$ cat config.mk
export PLATFORM = sky130hd
export DESIGN_NAME = lane_pwr_seq
export DESIGN_NICKNAME = d
export VERILOG_FILES = /design/src/rtl/lane_pwr_seq.sv
export SDC_FILE = /design/constraint.sdc
export NUM_CORES = 1
export LEC_CHECK = 0
export CAP_MARGIN = 20
export CORE_MARGIN = 2
export CORE_UTILIZATION = 40
export DETAILED_ROUTE_END_ITERATION = 10
export GPL_TIMING_DRIVEN = 1
export PLACE_DENSITY_LB_ADDON = 0.05
export SETUP_SLACK_MARGIN = 0.4
export SYNTH_ARGS = -nofsm -noshare
export SYNTH_HDL_FRONTEND = slang
export SYNTH_SLANG_ARGS = --single-unit
export TNS_END_PERCENT = 20
$ cat constraint.sdc
create_clock -name clk -period 3.24 [get_ports clk]
set_input_delay 0.324 -clock clk [delete_from_list [all_inputs] [get_ports clk]]
set_output_delay 0.324 -clock clk [all_outputs]
set_load 0.005 [all_outputs]
$ cat src/rtl/lane_pwr_seq.sv
module lane_pwr_seq #(
  parameter int TICK_DIV  = 25,
  parameter int US_TICKS  = 10,
  parameter int PRECHG_US = 100,
  parameter int DLY_DP    = 1,
  parameter int DLY_LVDS  = 15,
  parameter int TMO_TICKS = 200
) (
  input  logic       clk,
  input  logic       rst_n,
  input  logic       start,
  input  logic       pwr_up,
  input  logic       lvds_sel,
  input  logic [2:0] lane_req,
  input  logic [3:0] pad_ready,
  output logic [3:0] lane_pd,
  output logic [3:0] cm_pre,
  output logic       cal_pd,
  output logic [1:0] lane_code,
  output logic       busy,
  output logic       done,
  output logic       err
);
  localparam int PRE_T = PRECHG_US * US_TICKS;
  localparam int MAX_A = (PRE_T > TMO_TICKS) ? PRE_T : TMO_TICKS;
  localparam int MAX_T = (MAX_A > DLY_LVDS) ? MAX_A : DLY_LVDS;
  localparam int TW    = $clog2(MAX_T + 1) + 1;
  localparam int PW    = (TICK_DIV > 1) ? $clog2(TICK_DIV) : 1;

  typedef enum logic [2:0] {S_IDLE, S_STEP, S_DLY, S_RDY, S_PRE, S_FIN} st_t;
  st_t st;

  logic [PW-1:0] pcnt;
  logic [TW-1:0] timer, dly_q;
  logic [3:0]    mask_q;
  logic [1:0]    idx;
  logic          up_q;

  wire tick   = (pcnt == PW'(TICK_DIV - 1));
  wire req_ok = (lane_req == 3'd1) || (lane_req == 3'd2) || (lane_req == 3'd4);
  wire [3:0] req_mask = (lane_req == 3'd4) ? 4'hF : (lane_req == 3'd2) ? 4'h3 : 4'h1;
  wire [1:0] req_code = (lane_req == 3'd4) ? 2'd3 : (lane_req == 3'd2) ? 2'd2 : 2'd1;
  wire up_last = (idx == 2'd3) || !mask_q[idx + 2'd1];
  wire dn_last = mask_q[idx - 2'd1];
  wire accept  = start && (st == S_IDLE);
  wire [TW-1:0] timer_nx = timer + 1'b1;

  assign busy = (st != S_IDLE);

  always_ff @(posedge clk or negedge rst_n) begin
    if (!rst_n) pcnt <= '0;
    else if (accept || tick) pcnt <= '0;
    else pcnt <= pcnt + 1'b1;
  end

  always_ff @(posedge clk or negedge rst_n) begin
    if (!rst_n) begin
      st <= S_IDLE; lane_pd <= 4'hF; cm_pre <= 4'h0; cal_pd <= 1'b1;
      lane_code <= 2'd0; done <= 1'b0; err <= 1'b0;
      timer <= '0; dly_q <= '0; mask_q <= 4'h1; idx <= 2'd0; up_q <= 1'b0;
    end else begin
      done <= 1'b0;
      case (st)
        S_IDLE: if (start) begin
          if (!req_ok) begin
            err <= 1'b1; done <= 1'b1;
          end else begin
            err <= 1'b0; lane_code <= req_code; mask_q <= req_mask; up_q <= pwr_up;
            dly_q <= lvds_sel ? TW'(DLY_LVDS) : TW'(DLY_DP);
            cal_pd <= !pwr_up; timer <= '0;
            if (pwr_up) begin idx <= 2'd0; st <= S_STEP; end
            else if (req_mask[3]) st <= S_FIN;
            else begin idx <= 2'd3; st <= S_STEP; end
          end
        end
        S_STEP: begin
          lane_pd[idx] <= !up_q; timer <= '0; st <= S_DLY;
        end
        S_DLY: if (tick) begin
          if (timer_nx >= dly_q) begin timer <= '0; st <= S_RDY; end
          else timer <= timer_nx;
        end
        S_RDY: begin
          if (pad_ready[idx] == up_q) begin
            timer <= '0;
            if (up_q) begin
              if (up_last) begin cm_pre <= mask_q; st <= S_PRE; end
              else begin idx <= idx + 2'd1; st <= S_STEP; end
            end else begin
              if (dn_last) st <= S_FIN;
              else begin idx <= idx - 2'd1; st <= S_STEP; end
            end
          end else if (tick) begin
            if (timer_nx >= TW'(TMO_TICKS)) begin err <= 1'b1; st <= S_FIN; end
            else timer <= timer_nx;
          end
        end
        S_PRE: if (tick) begin
          if (timer_nx >= TW'(PRE_T)) begin cm_pre <= 4'h0; st <= S_FIN; end
          else timer <= timer_nx;
        end
        S_FIN: begin done <= 1'b1; st <= S_IDLE; end
        default: st <= S_IDLE;
      endcase
    end
  end

  a_r6_done_one_cycle: assert property (@(posedge clk) disable iff (!rst_n)
    done |=> !done);
  a_r6_done_after_busy: assert property (@(posedge clk) disable iff (!rst_n)
    done |-> !busy);
  a_r8_pre_on_live_lanes: assert property (@(posedge clk) disable iff (!rst_n)
    (cm_pre & lane_pd) == 4'h0);
  a_r3_up_never_disables: assert property (@(posedge clk) disable iff (!rst_n)
    (busy && up_q && $past(busy)) |-> ((lane_pd & ~$past(lane_pd)) == 4'h0));
  a_r4_down_never_enables: assert property (@(posedge clk) disable iff (!rst_n)
    (busy && !up_q && $past(busy)) |-> ((~lane_pd & $past(lane_pd)) == 4'h0));
  a_r2_reject_bad_count: assert property (@(posedge clk) disable iff (!rst_n)
    (start && !busy && !req_ok) |=> (err && done && !busy && $stable(lane_pd) && $stable(lane_code)));
  a_r9_code_only_on_accept: assert property (@(posedge clk) disable iff (!rst_n)
    !$stable(lane_code) |-> $past(start && !busy));
endmodule

==> results of run 1 <==
==> critical path, stage by stage <==
cell             delay, ns
clkdlybuf4s50_1       0.56
nor3b_1               0.41
o21bai_1              0.32
a32oi_4               0.21
nor3_4                0.25
o21ai_2               0.19
or3_4                 0.45
o41ai_2               0.21
==> worst max path at each step <==
| stage | depth (start not counted) | start | to |
|---|---|---|---|
| after floorplan | 9 | timer[0] | timer[7] |
| after global placement | 9 | timer[0] | timer[7] |
| after detailed placement | 9 | timer[0] | timer[7] |
| after CTS | 9 | timer[0] | timer[6] |
| after global routing | 7 | timer[3] | timer[4] |
| final | 8 | lane_req[2] | timer[6] |
==> power groups by stage <==
stage                     Clock [mW]  Sequential, mW  Combinational (mW)
after detailed placement           0           0.472              0.0402
after floorplan                    0           0.472             0.00985
after CTS                      0.441           0.463              0.0403
after global placement             0           0.472              0.0393
final                          0.429           0.463              0.0389
after global routing           0.455           0.463              0.0435
==> cells in the final DEF (no fill, tap or decap), types with 2 or more instances in the layout <==
master           instances
a211oi_1                 5
a21boi_0                 2
a21o_1                   2
a21oi_1                  9
a22o_1                   4
a31oi_1                  5
and2_1                   2
and2_2                   3
and3_1                   2
buf_4                    4
clkbuf_8                 6
clkdlybuf4s50_1         24
dfrtp_1                 31
dfstp_2                  5
ha_1                    11
inv_1                   14
mux2i_1                  4
nand2_1                 39
nand2b_1                 6
nand3_1                  9
nand4_1                  5
nor2_1                  20
nor2b_1                  3
nor3_1                   8
nor3_4                   2
nor3b_1                  2
o2111ai_1                2
o211ai_1                 4
o21a_1                   4
o21ai_0                 18
o21ai_2                  2
o22ai_1                  5
o31ai_1                  8
or2_1                    2
xnor2_1                  4
xor2_1                   3
==> logic make-up (layout without fill, tap and decap cells) <==
| logic type | Yosys count | in the layout | share of synthesized area [%] |
|---|---|---|---|
| flip-flops | 37 | 37 | 34.7 |
| AO/OA/AOI/OAI | 87 | 87 | 24.0 |
| multiplexers | 6 | 6 | 2.75 |
| buffers and inverters | 33 | 51 | 7.27 |
| XOR/XNOR | 8 | 8 | 2.89 |
| adder cells (fa/ha/maj) | 12 | 12 | 5.59 |
| AND/OR/NAND/NOR | 116 | 116 | 22.8 |
==> flip-flops by register name (all words and copies together) (netlist names) <==
signal	flops
cal_pd	1
err	1
st	3
lane_pd	4
cm_pre	3
lane_code	1
mask_q	2
pcnt	5
done	1
timer	11
idx	2
up_q	1
dly_q	2
==> layer usage <==
metal | track usage [%] | up-vias | part of all wire (%)
li1 | - | 1121 | -
met1 | 26.3 | 1042 | 51
met2 | 24.4 | 57 | 43
met3 | 3.18 | 6 | 5.6
met4 | 4.62 | 0 | 1.1
met5 | 0 | - | 0
==> cell type report <==
| cell class | instances | share of cell area, % |
|---|---|---|
| inverter | 14 | 1.71 |
| timing repair buffer | 29 | 8.98 |
| tap | 77 | 3.14 |
| clock buffer | 6 | 2.69 |
| multi-input combinational | 229 | 51.8 |
| sequential | 37 | 30.4 |
| clock inverter | 2 | 1.22 |
==> what timing repair did <==
action,CTS,global route
resized for setup,2,4
setup endpoints to repair,9,12
buffers inserted,0,1
hold buffers,0,0
pin swaps,0,1
==> stage by stage <==
stage | hold slack (ns) | instance area (µm²) | util, % | power, mW
2_1_floorplan | 0.0284 | 2690 | - | 0.482
3_3_place_gp | 0.465 | 2910 | 45.3 | 0.511
3_5_place_dp | 0.471 | 2910 | 45.3 | 0.512
4_1_cts | 0.166 | 3030 | 47.2 | 0.944
5_1_grt | 0.208 | 3070 | 47.7 | 0.962
6_report | 0.129 | 3070 | 47.7 | 0.931
==> key figures, run 1 <==
Outcome
  • Status: complete, no violations

Routing
  • Routed wire length: 6010 µm
  • DR vias/cell: 5.65
  • Drt first pass iters: 4
  • Wire per inst: 15.3 µm
  • DRC: 0
  • Post-route ant nets: 0
  • DR iter-0 viols: 124
  • Vias: 2226

Floorplanning
  • Die height: 86.0 µm
  • Initial Util: 41.8%
  • Core area: 6420 µm²
  • Die span in x: 86.0 µm
  • Rows: 29
  • I/O pins: 26
  • Die area: 7390 µm²

Synth
  • Syn Area/Cell: 8.98 µm²
  • Synth Register Bits: 37
  • Most common flop cell mapped by yosys: dfrtp_1
  • Most frequent cells after synthesis: 39 x nand2_1, 32 x dfrtp_1, 20 x nor2_1
  • Synth top area share: 29.8%
  • Count of cell types in the netlist: 71
  • Synth async-reset ratio: 100%
  • Register area share after synthesis: 34.7%
  • Top-count cell post-synth: nand2_1
  • EDFF count, synth: 0
  • Post-synthesis net count: 323
  • Cell Area, Synth: 2690 µm²
  • Synth warnings: 0
  • Post-Synthesis Cells: 299
  • Ranking of synthesized cells by area: dfrtp_1 30%, ha_1 5.6%, nand2_1 5.4%
  • Leading area contributor after synthesis: dfrtp_1

Timing
  • Max Fclk: 366 MHz
  • Setup tns final: 0 ns
  • Clock skew: 0.00758 ns
  • Fin crit share: 84.3%
  • Worst relative slew slack: 43.1%
  • Max-slew violations: 0
  • Hold Fails Final Rpt: 0
  • Minimum clock period: 2.73 ns
  • # setup viols final: 0
  • Worst slew pin tran: 0.854 ns
  • Post-layout worst setup margin: 0.507 ns
  • RSZ-0062 raised after global routing: false

Placed design
  • DP HPWL: 4460 µm
  • Port Buf Inserts: 25
  • Place WS: 0.258 ns
  • Placed Cells: 385
  • Routability Congestion: 0.847

Power and ir drop
  • Gate power share: 4.2%
  • Net Sw Power: 0.200 mW
  • Worst VDD drop: 0.000161 V
  • Pwr/cell area: 304 nW/µm²
  • P_int: 0.731 mW
  • Net Sw Frac: 21.5%
  • Flop pwr share: 49.7%
  • LEAKAGE: 1.25 nW
  • Share of total power in the clock network: 46.1%

Global route
  • First-pass GRT wire length: 10100 µm
  • GRT Util Overall: 17.1%
  • Initial antenna violation count: 0
  • Number of global-route vias before repair: 2025
  • Gr ovfl total: 0
  • Pin count of the biggest net entering global routing: 38

Setup path
  • Required time of the worst setup path: 3.43 ns
  • Critical Path Source Type: input pin
  • Critical path class: in -> reg
  • Crit. End Element: flop
  • R2r startpoint: timer[1]
  • Crit-path max FO: 10
  • Register-to-Register Setup Slack: 0.57 ns
  • Worst r2r path cells: 9
  • Crit path DAT: 2.93 ns
  • Worst r2r dst: timer[6]

Clocking
  • CTS tree: done
  • Reg clk slew, reported paths: 0.08 ns
  • H-tree depth: 2
  • TritonCTS buffer count: 5
  • Clock Tree Root: clkbuf_8
  • CTS Buffer Depth: 2
  • TritonCTS Sinks: 37
  • Clock Latency Late Sink: 0.30 ns

Layout
  • Reg area: 933 µm²
  • Final nets: 340
  • Area taken by multi-input logic gates: 1590 µm²
  • Diode count: 0
  • Post-Layout Cell Count: 394
  • Fill count: 623
  • P&R area growth vs syn: 14.2%
  • Layout cells sized above 1: 13.2%

Worst hold path
  • Worst hold path class: in -> async

Job
  • Max_cap viols: 0
Note: power is estimated with default switching activity, not from simulation.
==> run 2, diff against run 1 <==
==> constraint.sdc (replaced) <==
create_clock -name clk -period 2.7 [get_ports clk]
set_input_delay 0.27 -clock clk [delete_from_list [all_inputs] [get_ports clk]]
set_output_delay 0.27 -clock clk [all_outputs]
set_load 0.005 [all_outputs]
==> run 2 against run 1 <==
Sequential share of layout area fell by 2.7 points. Clock skew shrank 0.0029 ns. Die area stayed put. Highest routed layer unchanged. Via count rose by 3.8%. Cell area is 10% higher. Non-clock buffer count increased by 26. Register-to-register slack lost 0.23 ns.
==> key figures, run 2 (same netlist as run 1, synthesis figures left out) <==
Clocking
  • Clock Tree Root: clkbuf_8
  • Clock Latency Late Sink: 0.28 ns (-0.02 ns)
  • Reg clk slew, reported paths: 0.07 ns (about the same)
  • H-tree depth: 2 (unchanged)
  • TritonCTS buffer count: 5 (unchanged)
  • CTS Buffer Depth: 2 (unchanged)
  • CTS tree: done
  • TritonCTS Sinks: 37 (unchanged)

Layout
  • Diode count: 0 (unchanged)
  • Util after Layout: 52.7% (+4.9 points)
  • Area taken by multi-input logic gates: 1720 µm² (+8.3%)
  • P&R area growth vs syn: 25.9%
  • Fill count: 627 (+0.64%)
  • Commonest cells after routing, fill and taps aside: 39 x nand2_1, 29 x buf_4, 27 x dfrtp_1, 24 x clkdlybuf4s50_1, 20 x nor2_1
  • Final nets: 366 (+7.6%)
  • Max reg flops: 11 (unchanged)
  • Largest registers: timer: 11 flops, pcnt: 5 flops, lane_pd: 4 flops
  • Layout cells sized above 1: 25.1% (+12 points)
  • Reg area: 938 µm² (+0.54%)
  • Most flop-heavy register: timer
  • Commonest non-fill, non-tap cell in the layout: nand2_1

Floorplanning
  • Initial Util: 41.8% (unchanged)
  • Core area: 6420 µm² (unchanged)
  • Die span in x: 86.0 µm (unchanged)
  • Rows: 29 (unchanged)
  • Die height: 86.0 µm (unchanged)
  • I/O pins: 26 (unchanged)
  • Die area: 7390 µm² (unchanged)

Setup path
  • Critical Path Source Type: flop
  • Register-to-Register Setup Slack: 0.34 ns (-0.23 ns)
  • Crit. End Element: flop
  • R2r startpoint: timer[1]
  • Critical path class: reg -> reg
  • Crit path DAT: 2.52 ns (-0.41 ns)
  • Worst r2r dst: st[2]
  • Required time of the worst setup path: 2.87 ns (-0.56 ns)
  • Worst r2r path cells: 10 (+1)
  • Crit-path max FO: 4 (-6)

Routing
  • Vias: 2310 (+3.8%)
  • DR vias/cell: 5.50 (-2.7%)
  • Drt first pass iters: 5 (+1)
  • Routed wire length: 6430 µm (+6.9%)
  • DR iter-0 viols: 80 (-35%)
  • Post-route ant nets: 0 (unchanged)
  • Wire per inst: 15.3 µm (+0.25%)
  • DRC: 0 (unchanged)

Global route
  • Gr ovfl total: 0 (unchanged)
  • Pin count of the biggest net entering global routing: 38 (unchanged)
  • Number of global-route vias before repair: 2188 (+8.0%)
  • First-pass GRT wire length: 10900 µm (+7.9%)
  • GRT Util Overall: 18.7% (+1.5 points)
  • Initial antenna violation count: 0 (unchanged)

Timing
  • Fin crit share: 87.4%
  • Setup tns final: 0 ns (unchanged)
  • Hold Fails Final Rpt: 0 (unchanged)
  • Worst slew pin tran: 0.836 ns (-0.0173 ns)
  • Minimum clock period: 2.36 ns
  • Max-slew violations: 0 (unchanged)
  • # setup viols final: 0 (unchanged)
  • Clock skew: 0.00472 ns (-0.00286 ns)
  • Max Fclk: 424 MHz
  • RSZ-0062 raised after global routing: true
  • Worst relative slew slack: 44.2% (+1.2 points)

Placed design
  • Routability Congestion: 0.832 (-1.8%)
  • Port Buf Inserts: 25 (unchanged)
  • DP HPWL: 4660 µm (+4.5%)

Outcome
  • Status: complete, no violations

Worst hold path
  • Worst hold path class: in -> async

Power and ir drop
  • Pwr/cell area: 298 nW/µm² (-1.7%)
  • Worst VDD drop: 0.000231 V (+44%)
  • Total power: 1.01 mW (+8.4%)
  • LEAKAGE: 1.39 nW (+11%)

Job
  • Max_cap viols: 0 (unchanged)
## run 2: cell count changes in the layout (fill, tap and decap cells not counted), sizes merged
cell,before,now
clkinvlp,1,0
buf,5,31
bufinv,1,0
clkbuf,6,8
## run 2: worst max-delay path by stage
stage | from | endpoint | cells past startpoint
finish | timer[1] | st[2] | 10
global route | timer[1] | st[2] | 10
CTS | timer[1] | st[2] | 10
detailed placement | pad_ready[3] | timer[4] | 7
global placement | pad_ready[3] | timer[6] | 7
floorplan | idx[0] | timer[6] | 8
## run 2: metal layers
metal | share of wire, % | up-vias | track usage, %
met5 | 0 | - | 0
met4 | 1.1 | 0 | 4.91
met3 | 4.3 | 6 | 3.27
met2 | 44 | 37 | 26.9
met1 | 51 | 1097 | 28.5
li1 | - | 1170 | -
## run 2: report_power, final
part / switching, mW / internal, mW
Combinational: 0.0276 / 0.0272
Clock: 0.191 / 0.208
Sequential: 0.000569 / 0.555
Total: 0.219 / 0.791
## run 2: what timing repair did
item	CTS	global route
hold buffers	0	0
setup endpoints to repair	14	19
pin swaps	8	17
setup buffers	6	7
cloned	0	0
gates resized for setup	9	18
## run 2: final cells by class
class	instances	area share, %
timing repair buffer	55	14.3
sequential	37	27.7
clock buffer	8	2.66
inverter	14	1.55
multi-input combinational	229	50.9
tap	77	2.85
## run 2: worst max-delay path, cell delays in order (launching register included)
cell	delay, ns
dfrtp_2	0.43
ha_4	0.19
ha_4	0.28
ha_4	0.19
a31oi_1	0.13
nand2_1	0.11
a2111o_1	0.42
o211ai_1	0.19
buf_4	0.17
a21o_1	0.08
nand2_1	0.06
## run 2: metrics by stage
| stage | hold WS [ns] | std cells | setup WS, ns | cell area (µm²) |
|---|---|---|---|---|
| 6_report | 0.0867 | 420 | 0.341 | 3380 |
| 5_1_grt | 0.162 | 420 | 0.241 | 3380 |
| 4_1_cts | 0.120 | 413 | 0.299 | 3240 |
| 2_1_floorplan | -0.0256 | 299 | 0.373 | 2730 |
| 3_5_place_dp | 0.437 | 399 | 0.0706 | 3060 |
| 3_3_place_gp | 0.429 | 399 | 0.103 | 3060 |
